===== src/rtl/irq_prio_pkg.sv =====
package irq_prio_pkg;

    localparam int IRQ_N = 8;
    localparam int VEC_W = 8;

    typedef enum logic {
        TRIG_EDGE  = 1'b0,
        TRIG_LEVEL = 1'b1
    } trig_mode_e;

    typedef enum logic {
        END_BY_CMD  = 1'b0,
        END_BY_AUTO = 1'b1
    } end_mode_e;

    typedef struct packed {
        logic       hit;
        logic [2:0] idx;
    } pick_t;

endpackage


===== src/rtl/irq_prio_pick.sv =====
module irq_prio_pick #(
    parameter int N  = irq_prio_pkg::IRQ_N,
    parameter int IW = $clog2(N)
) (
    input  logic [N-1:0]  vec,
    output logic          hit,
    output logic [IW-1:0] idx
);
    always_comb begin
        hit = 1'b0;
        idx = '0;
        for (int i = N - 1; i >= 0; i--) begin
            if (vec[i]) begin
                hit = 1'b1;
                idx = IW'(i);
            end
        end
    end
endmodule


===== src/rtl/irq_req_latch.sv =====
module irq_req_latch
    import irq_prio_pkg::*;
#(
    parameter int N = IRQ_N
) (
    input  logic       clk,
    input  logic       rst,
    input  logic [N-1:0] req_in,
    input  trig_mode_e trig,
    input  logic [N-1:0] clr_mask,
    output logic [N-1:0] irr_q
);
    logic [N-1:0] prev_q;
    logic [N-1:0] rise;
    logic [N-1:0] irr_d;

    assign rise = req_in & ~prev_q;

    always_comb begin
        if (trig == TRIG_LEVEL) irr_d = req_in & ~clr_mask;
        else                    irr_d = (irr_q & ~clr_mask) | rise;
    end

    always_ff @(posedge clk) begin
        if (rst) begin
            irr_q  <= '0;
            prev_q <= '0;
        end else begin
            irr_q  <= irr_d;
            prev_q <= req_in;
        end
    end

    // in edge mode a newly pending bit must come from an input that was low before
    a_r10_edge_needs_low: assert property (@(posedge clk) disable iff (rst)
        (trig == TRIG_EDGE) |=> ((irr_q & ~$past(irr_q) & $past(prev_q)) == '0));
endmodule


===== src/rtl/irq_isr_track.sv =====
module irq_isr_track #(
    parameter int N  = irq_prio_pkg::IRQ_N,
    parameter int IW = $clog2(N)
) (
    input  logic          clk,
    input  logic          rst,
    input  logic [N-1:0]  set_mask,
    input  logic          eoi,
    output logic [N-1:0]  isr_q,
    output logic          top_hit,
    output logic [IW-1:0] top_idx
);
    logic [N-1:0] eoi_clr;

    irq_prio_pick #(.N(N), .IW(IW)) u_top (
        .vec (isr_q),
        .hit (top_hit),
        .idx (top_idx)
    );

    assign eoi_clr = (eoi && top_hit) ? (N'(1) << top_idx) : '0;

    always_ff @(posedge clk) begin
        if (rst) isr_q <= '0;
        else     isr_q <= (isr_q & ~eoi_clr) | set_mask;
    end

    // an end-of-interrupt with nothing newly set removes exactly one in-service bit
    a_r7_eoi_drops_one: assert property (@(posedge clk) disable iff (rst)
        (eoi && isr_q != '0 && set_mask == '0) |=>
            ($countones(isr_q) == $countones($past(isr_q)) - 1));
endmodule


===== src/rtl/irq_prio_core.sv =====
module irq_prio_core
    import irq_prio_pkg::*;
#(
    parameter int N  = IRQ_N,
    parameter int VW = VEC_W,
    localparam int IW = $clog2(N)
) (
    input  logic          clk,
    input  logic          rst,
    input  logic [N-1:0]  req_in,
    input  logic          cfg_level,
    input  logic          cfg_auto_eoi,
    input  logic [VW-1:0] cfg_base,
    input  logic          mask_we,
    input  logic [N-1:0]  mask_wdata,
    input  logic          eoi,
    input  logic          inta,
    output logic          irq_out,
    output logic          vec_valid,
    output logic [VW-1:0] vec_out
);
    trig_mode_e    trig;
    end_mode_e     end_mode;
    logic [N-1:0]  imr_q;
    logic [N-1:0]  irr_q;
    logic [N-1:0]  isr_q;
    logic [N-1:0]  pend;
    logic [N-1:0]  ack_mask;
    logic [N-1:0]  isr_set;
    logic          win_hit;
    logic [IW-1:0] win_idx;
    logic          top_hit;
    logic [IW-1:0] top_idx;
    logic          fire;

    assign trig     = trig_mode_e'(cfg_level);
    assign end_mode = end_mode_e'(cfg_auto_eoi);

    always_ff @(posedge clk) begin
        if (rst)          imr_q <= '1;
        else if (mask_we) imr_q <= mask_wdata;
    end

    irq_req_latch #(.N(N)) u_req (
        .clk      (clk),
        .rst      (rst),
        .req_in   (req_in),
        .trig     (trig),
        .clr_mask (ack_mask),
        .irr_q    (irr_q)
    );

    assign pend = irr_q & ~imr_q;

    irq_prio_pick #(.N(N), .IW(IW)) u_win (
        .vec (pend),
        .hit (win_hit),
        .idx (win_idx)
    );

    irq_isr_track #(.N(N), .IW(IW)) u_isr (
        .clk      (clk),
        .rst      (rst),
        .set_mask (isr_set),
        .eoi      (eoi),
        .isr_q    (isr_q),
        .top_hit  (top_hit),
        .top_idx  (top_idx)
    );

    assign irq_out   = win_hit && (!top_hit || (win_idx < top_idx));
    assign fire      = inta && irq_out;
    assign ack_mask  = fire ? (N'(1) << win_idx) : '0;
    assign isr_set   = (end_mode == END_BY_AUTO) ? '0 : ack_mask;
    assign vec_valid = fire;
    assign vec_out   = {cfg_base[VW-1:IW], win_idx};

    // the cycle after a reset edge shows no interrupt
    a_r1_reset_quiet: assert property (@(posedge clk)
        rst |=> !irq_out);

    // the input driving the interrupt is never a masked one
    a_r2_winner_unmasked: assert property (@(posedge clk) disable iff (rst)
        irq_out |-> (imr_q[win_idx] == 1'b0));

    // no in-service bit at or above the winner's urgency while the interrupt is raised
    a_r6_nest_block: assert property (@(posedge clk) disable iff (rst)
        irq_out |-> ((isr_q & ((N'(2) << win_idx) - N'(1))) == '0));

    // automatic mode leaves the acknowledged input out of service
    a_r8_auto_no_isr: assert property (@(posedge clk) disable iff (rst)
        (fire && cfg_auto_eoi) |=> !isr_q[$past(win_idx)]);

    // a command-mode acknowledge puts something in service
    a_r5_ack_sets_isr: assert property (@(posedge clk) disable iff (rst)
        (fire && !cfg_auto_eoi) |=> (isr_q != '0));
endmodule


===== config.mk =====
export PLATFORM = sky130hd
export DESIGN_NAME = irq_prio_core
export DESIGN_NICKNAME = d
export VERILOG_FILES = /design/src/rtl/irq_prio_pkg.sv /design/src/rtl/irq_prio_pick.sv /design/src/rtl/irq_req_latch.sv /design/src/rtl/irq_isr_track.sv /design/src/rtl/irq_prio_core.sv
export SDC_FILE = /design/constraint.sdc
export NUM_CORES = 1
export LEC_CHECK = 0
export ABC_CLOCK_PERIOD_IN_PS = 5650
export BUFFER_PORTS_ARGS = -buffer_cell sky130_fd_sc_hd__buf_2
export CAP_MARGIN = 20
export CORE_UTILIZATION = 40
export DETAILED_ROUTE_END_ITERATION = 8
export MAX_ROUTING_LAYER = met4
export PLACE_DENSITY = 0.68
export RECOVER_POWER = 100
export SYNTH_ARGS = -nofsm -noshare
export SYNTH_HDL_FRONTEND = slang
export SYNTH_SLANG_ARGS = --single-unit
export TNS_END_PERCENT = 100

===== constraint.sdc =====
create_clock -name clk -period 5.65 [get_ports clk]
set_clock_uncertainty 0.1 [all_clocks]
set_input_delay 0.565 -clock clk [delete_from_list [all_inputs] [get_ports clk]]
set_output_delay 0.565 -clock clk [all_outputs]
set_load 0.1 [all_outputs]

Word-level counts from Yosys, hierarchy flattened
Index checks and enable logic that the tools add are counted.
Widths: inputs -> output; s select.
{"block": "classes", "magnitude_cmp": 1, "n_shift": 2, "mux": 36, "n_bitwise": 11, "reduce_logical": 5}
{"op": "$mux 3", "n": 16}
{"op": "$and 8x8->8", "n": 5}
{"op": "$mux 8", "n": 4}
{"op": "$not 8->8", "n": 4}
{"op": "$mux 1", "n": 16}
{"op": "$or 8x8->8", "n": 2}
{"op": "$shl 1x3->8 const A", "n": 2}
{"op": "$logic_and 1x1->1", "n": 3}
{"op": "$lt 3x3->1", "n": 1}
{"op": "$logic_not 1->1", "n": 1}
{"op": "$logic_or 1x1->1", "n": 1}
{"block": "totals", "regBits": 32, "inputBits": 31}

Logic depth before layout (Yosys ltp)
Gate-level depths: netlist of run 1.
{"block": "depth", "word_depth": 19, "ltp_mapped": 10, "depth_no_buf": 10}

Hierarchy
A second synthesis of run 1 with hierarchy kept.
{"block": "hier_totals", "cells_unflattened": 211, "hier_area_um2": 1803.0}
{"module": "irq_prio_core", "instances": 1, "cells_per_inst": 85, "area_each_um2": 695.7, "seq_area_each_um2": 160.2}
{"module": "irq_req_latch", "instances": 1, "cells_per_inst": 65, "area_each_um2": 610.6, "seq_area_each_um2": 320.3}
{"module": "irq_isr_track", "instances": 1, "cells_per_inst": 35, "area_each_um2": 336.6, "seq_area_each_um2": 160.2}
{"module": "irq_prio_pick", "instances": 2, "cells_per_inst": 13, "area_each_um2": 80.1, "seq_area_each_um2": 0.0}

Least setup slack after synthesis of run 1
OpenSTA, ideal clock, no wires.
{"block": "synth_path", "path_type": "flip-flop to output port", "from": "register imr_q[4]", "to": "output vec_valid", "t_arrival_ns": 6.942, "required_time_ns": 4.985, "setup_slack_ns": -1.957, "stages_incl_launch_ff": 11, "path_cell_list": "dfxtp_1 -> nand2b_1 -> nand2_1 -> nor3_1 -> nor4_1 -> ha_1 -> a21o_2 -> a21oi_2 -> a21oi_4 -> nor2_1 -> and2_1"}
{"block": "synth_between", "elab_chain_len": 11, "word_cells_on_any_way": 16, "classes_between": "order compare: 1; mux: 10; bitwise: 2; reduce/logical: 3"}
{"item": "start, declared", "line_no": "irq_prio_core.sv:24", "source": "logic [N-1:0] imr_q;"}
{"item": "start signal, assigned", "line_no": "irq_prio_core.sv:41", "source": "else if (mask_we) imr_q <= mask_wdata;"}
{"item": "$not 8->8", "line_no": "irq_prio_core.sv:53", "source": "assign pend = irr_q & ~imr_q;"}
{"item": "$and 8x8->8", "line_no": "irq_prio_core.sv:53"}
{"item": "$mux 3 (5 in a row)", "line_no": "irq_prio_pick.sv:13", "source": "if (vec[i]) begin"}
{"item": "named net vec_out[2]", "line_no": "irq_prio_core.sv:20", "source": "output logic [VW-1:0] vec_out"}
{"item": "$lt 3x3->1", "line_no": "irq_prio_core.sv:71", "source": "assign irq_out = win_hit && (!top_hit || (win_idx < top_idx));"}
{"item": "$logic_or 1x1->1", "line_no": "irq_prio_core.sv:71"}
{"item": "$logic_and 1x1->1", "line_no": "irq_prio_core.sv:71"}
{"item": "named net irq_out", "line_no": "irq_prio_core.sv:18", "source": "output logic irq_out,"}
{"item": "$logic_and 1x1->1", "line_no": "irq_prio_core.sv:72", "source": "assign fire = inta && irq_out;"}
{"item": "end, declared", "line_no": "irq_prio_core.sv:19", "source": "output logic vec_valid,"}
The timed path passes the listed nets, and every way through them passes these cells.

Final worst setup path of run 1
{"block": "layout_path", "from": "register imr_q[4]", "to": "output vec_valid"}
{"block": "layout_between", "elab_chain_len": 11, "word_cells_on_any_way": 16, "classes_between": "order compare: 1; mux: 10; bitwise: 2; reduce/logical: 3"}
{"item": "$not 8->8 *", "line_no": "irq_prio_core.sv:53"}
{"item": "$and 8x8->8 *", "line_no": "irq_prio_core.sv:53"}
{"item": "$mux 3 (5 in a row)", "line_no": "irq_prio_pick.sv:13"}
{"item": "$lt 3x3->1", "line_no": "irq_prio_core.sv:71"}
{"item": "$logic_or 1x1->1", "line_no": "irq_prio_core.sv:71"}
{"item": "$logic_and 1x1->1 *", "line_no": "irq_prio_core.sv:71"}
{"item": "$logic_and 1x1->1 *", "line_no": "irq_prio_core.sv:72"}
Every way passes the cells marked *; elsewhere a longest branch is shown, timed or not.

==> results of run 1 <==
## per-stage QoR
step	hold slack (ns)	instance area (um2)	setup slack [ns]	instances
2_1_floorplan	0.367	1710	0.128	198
3_3_place_gp	0.380	1840	2.36	264
3_5_place_dp	0.390	1840	2.36	264
4_1_cts	0.378	1930	2.05	272
5_1_grt	0.374	1880	1.01	272
6_report	0.383	1880	1.24	272
## logic make-up (layout without fill, tap and decap cells)
logic type                 after synthesis  after routing  share of synthesized area
adders and majority gates                2              2                     0.0148
and+or+nand+nor                         93             93                      0.306
AOI/OAI and AO/OA                       54             54                      0.250
DFF                                     32             32                      0.380
buffers and inverters                   17             41                     0.0490
## registers in the layout, indices dropped and copies added (netlist names)
register / flops
u_isr.isr_q: 8
u_req.irr_q: 8
imr_q: 8
u_req.prev_q: 8
## cells in the mapped netlist (all sizes together), types with 2 or more instances
cell,count,area share
nand2b,8,0.030
clkbuf,6,0.013
o2bb2ai,2,0.010
inv,6,0.013
or4,2,0.011
a221oi,3,0.016
nand2,17,0.039
a211o,8,0.042
buf,5,0.022
o31ai,2,0.0089
ha,2,0.015
nor3,2,0.0059
nor2,17,0.038
a211oi,4,0.018
a21o,2,0.0096
and2,2,0.0074
o21a,3,0.013
nand4,3,0.011
o211ai,2,0.0089
nand3,4,0.012
nand3b,3,0.013
and2b,2,0.010
a21oi,9,0.036
nor2b,24,0.089
o21ai,8,0.024
and3,3,0.012
a31oi,2,0.0074
a2bb2oi,3,0.019
dfxtp,32,0.38
## path summary, 6_finish.rpt
path                            slack (ns)                       start                        end  cells past startpoint
worst max-delay path                  1.24       imr_q[4]$_SDFFE_PP1P_                  vec_valid                     11
worst max register to register        2.46       imr_q[4]$_SDFFE_PP1P_  u_isr.isr_q[6]$_SDFF_PP0_                     10
worst min register to register        0.40  u_req.prev_q[7]$_SDFF_PP0_  u_req.irr_q[7]$_SDFF_PP0_                      3
worst min-delay path                  0.38               mask_wdata[4]      imr_q[4]$_SDFFE_PP1P_                      2
## final cells by class
| type | instances | share of cell area |
|---|---|---|
| Inverter | 6 | 0.0120 |
| Clock buffer | 8 | 0.0480 |
| Tap cell | 50 | 0.0333 |
| Multi-Input combinational cell | 149 | 0.498 |
| Sequential cell | 32 | 0.341 |
| Timing Repair Buffer | 27 | 0.0680 |
## report_power, final
part	internal [mW]	switching [mW]	leakage, nW	total [mW]
logic	0.0362	0.0782	0.439	0.114
registers	0.238	0.00648	0.265	0.245
clock network	0.0992	0.0798	0.0455	0.179
## layer usage
metal,GRT usage,part of all wire,vias to the layer above
met5,-,0,-
met4,0.0984,0.028,0
met3,0.0462,0.037,8
met2,0.259,0.46,29
met1,0.222,0.48,649
li1,-,-,751
==> metrics.md, run 1 <==
| Metric | Value |
|---|---|
| Mapped cell area | `0.00169 mm2` |
| Critical path's slowest cell | `clkbuf_1` |
| Tot Pwr | `0.538 mW` |
| WL/cell | `12.6 um` |
| Max Slew Vio Count | `0` |
| Routed vias | `1437` |
| RSZ-0062 raised after global routing | `false` |
| VDD IR max | `0.174 mV` |
| Detail Placement HPWL | `2570 um` |
| Area grow syn2layout | `11.4%` |
| Hold Vio Cnt, Final | `0` |
| Skew-Pair Late Insertion Delay | `0.28 ns` |
| Minimum clock period | `4.41 ns` |
| Slew at the pin closest to its max-slew limit | `1.38 ns` |
| CP Cell Sequence | `nand2b_1 -> nand2_1 -> nor3_1 -> nor4_1 -> ha_1 -> o21a_1 -> o22ai_1 -> a21oi_1 -> nor2_1 -> and2_1 -> clkbuf_1` |
| Iteration-0 DRC Markers | `41` |
| Ys flop type | `dfxtp_1` |
| Yosys warns | `0` |
| Final setup TNS | `0 ns` |
| Ant diodes | `0` |
| Chip width | `66.9 um` |
| H-tree levels | `2` |
| Nets | `254` |
| Most common cell after layout, fill and taps aside | `dfxtp_1` |
| Setup Viol. Count Final | `0` |
| Fmax | `227 MHz` |
| Die area | `0.00448 mm2` |
| Clock slew at reported path FFs | `0.06 ns` |
| Hold buffers post-CTS | `0` |
| Hold Crit Class | `primary input to flop` |
| Outcome | `complete, no violations` |
| Pre-Repair DR Iteration Count | `4` |
| CTS buffer count | `5` |
| CP top delay family | `simple AND/OR/NAND/NOR gates` |
| Largest net degree at the start of global routing | `33` |
| Number of global-route vias before repair | `1235` |
| I/O pin count | `41` |
| P_leak | `0.749 nW` |
| Syn nets | `231` |
| Distinct cell type count after synthesis | `48` |
| Fin crit share | `0.781` |
| Max incr delay on CP | `0.85 ns` |
| Critical Path Fanout Max | `7` |
| Synth Area per Inst | `8.52 um2` |
| Max-slew headroom | `0.0824` |
| Yosys reg bits | `32` |
| Critical path buffers and inverters | `1` |
| CP Class | `flop to output pin` |
| Syn Inst Count | `198` |
| Share of cells above drive strength 1 | `0.158` |
| Global-route wire length before repair | `5680 um` |
| Core ar. | `0.00403 mm2` |
| Worst Setup End Kind | `output pin` |
| Post-CTS setup buffers | `0` |
| Multi-input gate area in the final layout | `935 um2` |
| GRT Overall Usage | `0.178` |
| Core Util, Final | `0.466` |
| DR vias/cell | `5.28` |
| Ys async rst share | `0` |
| Max Cap Violations | `0` |
| Residual DRC count | `0` |
| Required @ worst endpoint | `4.99 ns` |
| Root buffer cell | `clkbuf_8` |
| CP Data Arrival Time | `3.75 ns` |
| Commonest cells after routing, fill and taps aside | `dfxtp_1 (32), nor2b_1 (24), buf_2 (21), nor2_1 (17), nand2_1 (16)` |
| Gr ovfl total | `0` |
| Crit start category | `flop` |
| CTS tree | `done` |
| PortBufs | `27` |
| EDFF count, synth | `0` |
| Initial antenna violation count | `0` |
| Sequential cell area fraction in the yosys report | `0.380` |
| Clock Sink Count | `32` |
| Chip height | `66.9 um` |
| Clock tree buffer depth | `2` |
| FP Rows | `23` |
| Initial Util | `0.419` |
| Pwr/cell area | `287 mW/mm2` |
| Sequential cell area | `641 um2` |
| DRT antenna net count | `0` |
| GP Congestion | `0.805` |
| FILL cells | `426` |
| Post_cts resized | `0` |
| Final wirelength | `3430 um` |
(Power assumes the default switching activity.)
==> run 2, diff against run 1 <==
--- a/config.mk
+++ b/config.mk
@@ -5,13 +5,13 @@
 export SDC_FILE = /design/constraint.sdc
 export NUM_CORES = 1
 export LEC_CHECK = 0
-export ABC_CLOCK_PERIOD_IN_PS = 5650
+export ABC_CLOCK_PERIOD_IN_PS = 3700
 export BUFFER_PORTS_ARGS = -buffer_cell sky130_fd_sc_hd__buf_2
 export CAP_MARGIN = 20
 export CORE_UTILIZATION = 40
 export DETAILED_ROUTE_END_ITERATION = 8
 export MAX_ROUTING_LAYER = met4
-export PLACE_DENSITY = 0.68
+export PLACE_DENSITY = 0.7
 export RECOVER_POWER = 100
 export SYNTH_ARGS = -nofsm -noshare
 export SYNTH_HDL_FRONTEND = slang
==> constraint.sdc (replaced) <==
create_clock -name clk -period 3.7 [get_ports clk]
set_clock_uncertainty 0.1 [all_clocks]
set_input_delay 0.37 -clock clk [delete_from_list [all_inputs] [get_ports clk]]
set_output_delay 0.37 -clock clk [all_outputs]
set_load 0.1 [all_outputs]
==> run 2 against run 1 <==
Net effect: critical path type unchanged; register-to-register slack got worse by 1.5 ns; cell count unchanged; flip-flop and latch count is the same; first-iteration DRC count shrank 15%; sequential share of layout area is 2.1 points lower; via count up 1.5%; global-route usage is 1.2 points higher; cell area up 6.7%; critical path depth down 1.
==> metrics.md, run 2 (same netlist as run 1, synthesis figures left out) <==
| Metric | Value |
|---|---|
| Max-slew headroom | `0.0843` |
| VDD IR max | `0.251 mV` |
| R2R depth | `9` |
| H-tree levels | `2` |
| Root buffer cell | `clkbuf_8` |
| DRT antenna net count | `0` |
| Outcome | `complete, no violations` |
| Nets | `254` |
| Residual DRC count | `0` |
| Number of global-route vias before repair | `1334` |
| Final wirelength | `3530 um` |
| Skew-Pair Late Insertion Delay | `0.28 ns` |
| Chip width | `66.9 um` |
| Die area | `0.00448 mm2` |
| DR vias/cell | `5.36` |
| FP Rows | `23` |
| Post_cts resized | `0` |
| Clock slew at reported path FFs | `0.06 ns` |
| Hold wc startpoint | `mask_wdata[7]` |
| GRT Overall Usage | `0.190` |
| CP Class | `flop to output pin` |
| CP Cell Sequence | `nor2b_1 -> nor2_1 -> a21oi_4 -> ha_1 -> o21a_1 -> o22ai_4 -> a21oi_4 -> nor2_4 -> and2_4 -> clkbuf_2` |
| Power share of the sequential group | `0.443` |
| Switching power | `0.266 mW` |
| Worst Setup End Kind | `output pin` |
| Cell mode on critical path | `a21oi_4` |
| Routed vias | `1458` |
| Hold Crit Class | `primary input to flop` |
| Required @ worst endpoint | `3.23 ns` |
| Reg2Reg Setup Slack | `0.92 ns` |
| CTS tree | `done` |
| Int Pwr | `0.584 mW` |
| Area grow syn2layout | `18.8%` |
| Worst Hold Depth | `2` |
| Clock Sink Count | `32` |
| Max incr delay on CP | `0.45 ns` |
| Share of cells above drive strength 1 | `0.239` |
| Max Cap Violations | `0` |
| Critical Path Fanout Max | `7` |
| CP Data Arrival Time | `2.90 ns` |
| Commonest cells after routing, fill and taps aside | `dfxtp_1 (32), nor2b_1 (22), buf_2 (21), nor2_1 (16), nand2_1 (14)` |
| DP Area | `0.00192 mm2` |
| Fmax | `297 MHz` |
| Slew at the pin closest to its max-slew limit | `1.37 ns` |
| Clock tree buffer depth | `2` |
| Global-route wire length before repair | `6070 um` |
| Post-Layout Inst Area | `0.00200 mm2` |
| P_leak | `0.799 nW` |
| PortBufs | `27` |
| Switch share | `0.313` |
| Hold Vio Cnt, Final | `0` |
| Critical path's slowest cell | `nor2b_1` |
| Initial antenna violation count | `0` |
| Setup Viol. Count Final | `0` |
| Initial Util | `0.419` |
| Crit start category | `flop` |
| Detail Placement HPWL | `2670 um` |
| Gr ovfl total | `0` |
| Pwr/cell area | `424 mW/mm2` |
| FILL cells | `408` |
| Worst Hold Path EP | `imr_q[7]$_SDFFE_PP1P_` |
| I/O pin count | `41` |
| Most common cell after layout, fill and taps aside | `dfxtp_1` |
| Core ar. | `0.00403 mm2` |
| Iteration-0 DRC Markers | `35` |
| Post-CTS setup buffers | `0` |
| Reg-to-reg endpoint | `u_isr.isr_q[6]$_SDFF_PP0_` |
| CTS buffer count | `5` |
| Hold buffers post-CTS | `0` |
| Final setup TNS | `0 ns` |
| Logic gate share of total power | `0.234` |
| WL/cell | `13.0 um` |
| Fin crit share | `0.911` |
| Chip height | `66.9 um` |
| Max Slew Vio Count | `0` |
| RSZ-0062 raised after global routing | `false` |
| Minimum clock period | `3.37 ns` |
| Tot Pwr | `0.850 mW` |
| Ant diodes | `0` |
| Pre-Repair DR Iteration Count | `4` |
| Largest net degree at the start of global routing | `33` |
| R2R Path Start | `u_req.irr_q[3]$_SDFF_PP0_` |
| GP Congestion | `0.828` |
| Clock network power share | `0.323` |
==> run 2: metrics by stage <==
step,hold slack (ns),utilization,std cells,setup slack (ns)
finish,0.189,0.497,272,0.328
floorplan,0.361,-,198,-0.256
CTS,0.183,0.498,272,0.345
global placement,0.390,0.476,264,0.702
global route,0.182,0.497,272,0.153
detailed placement,0.394,0.476,264,0.686
==> run 2: layer usage <==
metal  share of wire  vias up  track usage
li1                -      755            -
met2            0.45       24        0.290
met4           0.014        0       0.0665
met5               0        -            -
met1            0.50      674        0.235
met3           0.036        5       0.0582
==> run 2: final cells by class <==
cell class	count	area, um2	area share
Clock buffer	8	90.1	0.0450
Sequential cell	32	641	0.320
Inverter	6	22.5	0.0112
Multi-Input combinational cell	149	1060	0.528
Tap cell	50	62.6	0.0312
Timing Repair Buffer	27	130	0.0650
==> run 2: worst max path at each step <==
| stage | to | from | depth (start not counted) |
|---|---|---|---|
| 2_1_floorplan | vec_valid | imr_q[4]$_SDFFE_PP1P_ | 10 |
| 3_3_place_gp | vec_valid | u_req.irr_q[3]$_SDFF_PP0_ | 10 |
| 3_5_place_dp | vec_valid | u_req.irr_q[3]$_SDFF_PP0_ | 10 |
| 4_1_cts | vec_valid | u_req.irr_q[3]$_SDFF_PP0_ | 10 |
| 5_1_grt | vec_valid | u_req.irr_q[3]$_SDFF_PP0_ | 10 |
| 6_report | vec_valid | u_req.irr_q[3]$_SDFF_PP0_ | 10 |
==> run 2: worst max-delay path: cells and delay by family, from the launching register on <==
kind	cells	cell delay, ns
flops	1	0.33
fa+ha+maj	1	0.24
simple gates	4	0.88
compound gates	4	0.73
buf+inv	1	0.44
==> run 2: power by group through the flow <==
stage | logic [mW] | registers [mW] | clock network (mW)
4_1_cts | 0.201 | 0.376 | 0.282
3_5_place_dp | 0.201 | 0.384 | 0
5_1_grt | 0.214 | 0.379 | 0.299
3_3_place_gp | 0.199 | 0.383 | 0
2_1_floorplan | 0.188 | 0.380 | 0
6_report | 0.199 | 0.376 | 0.275
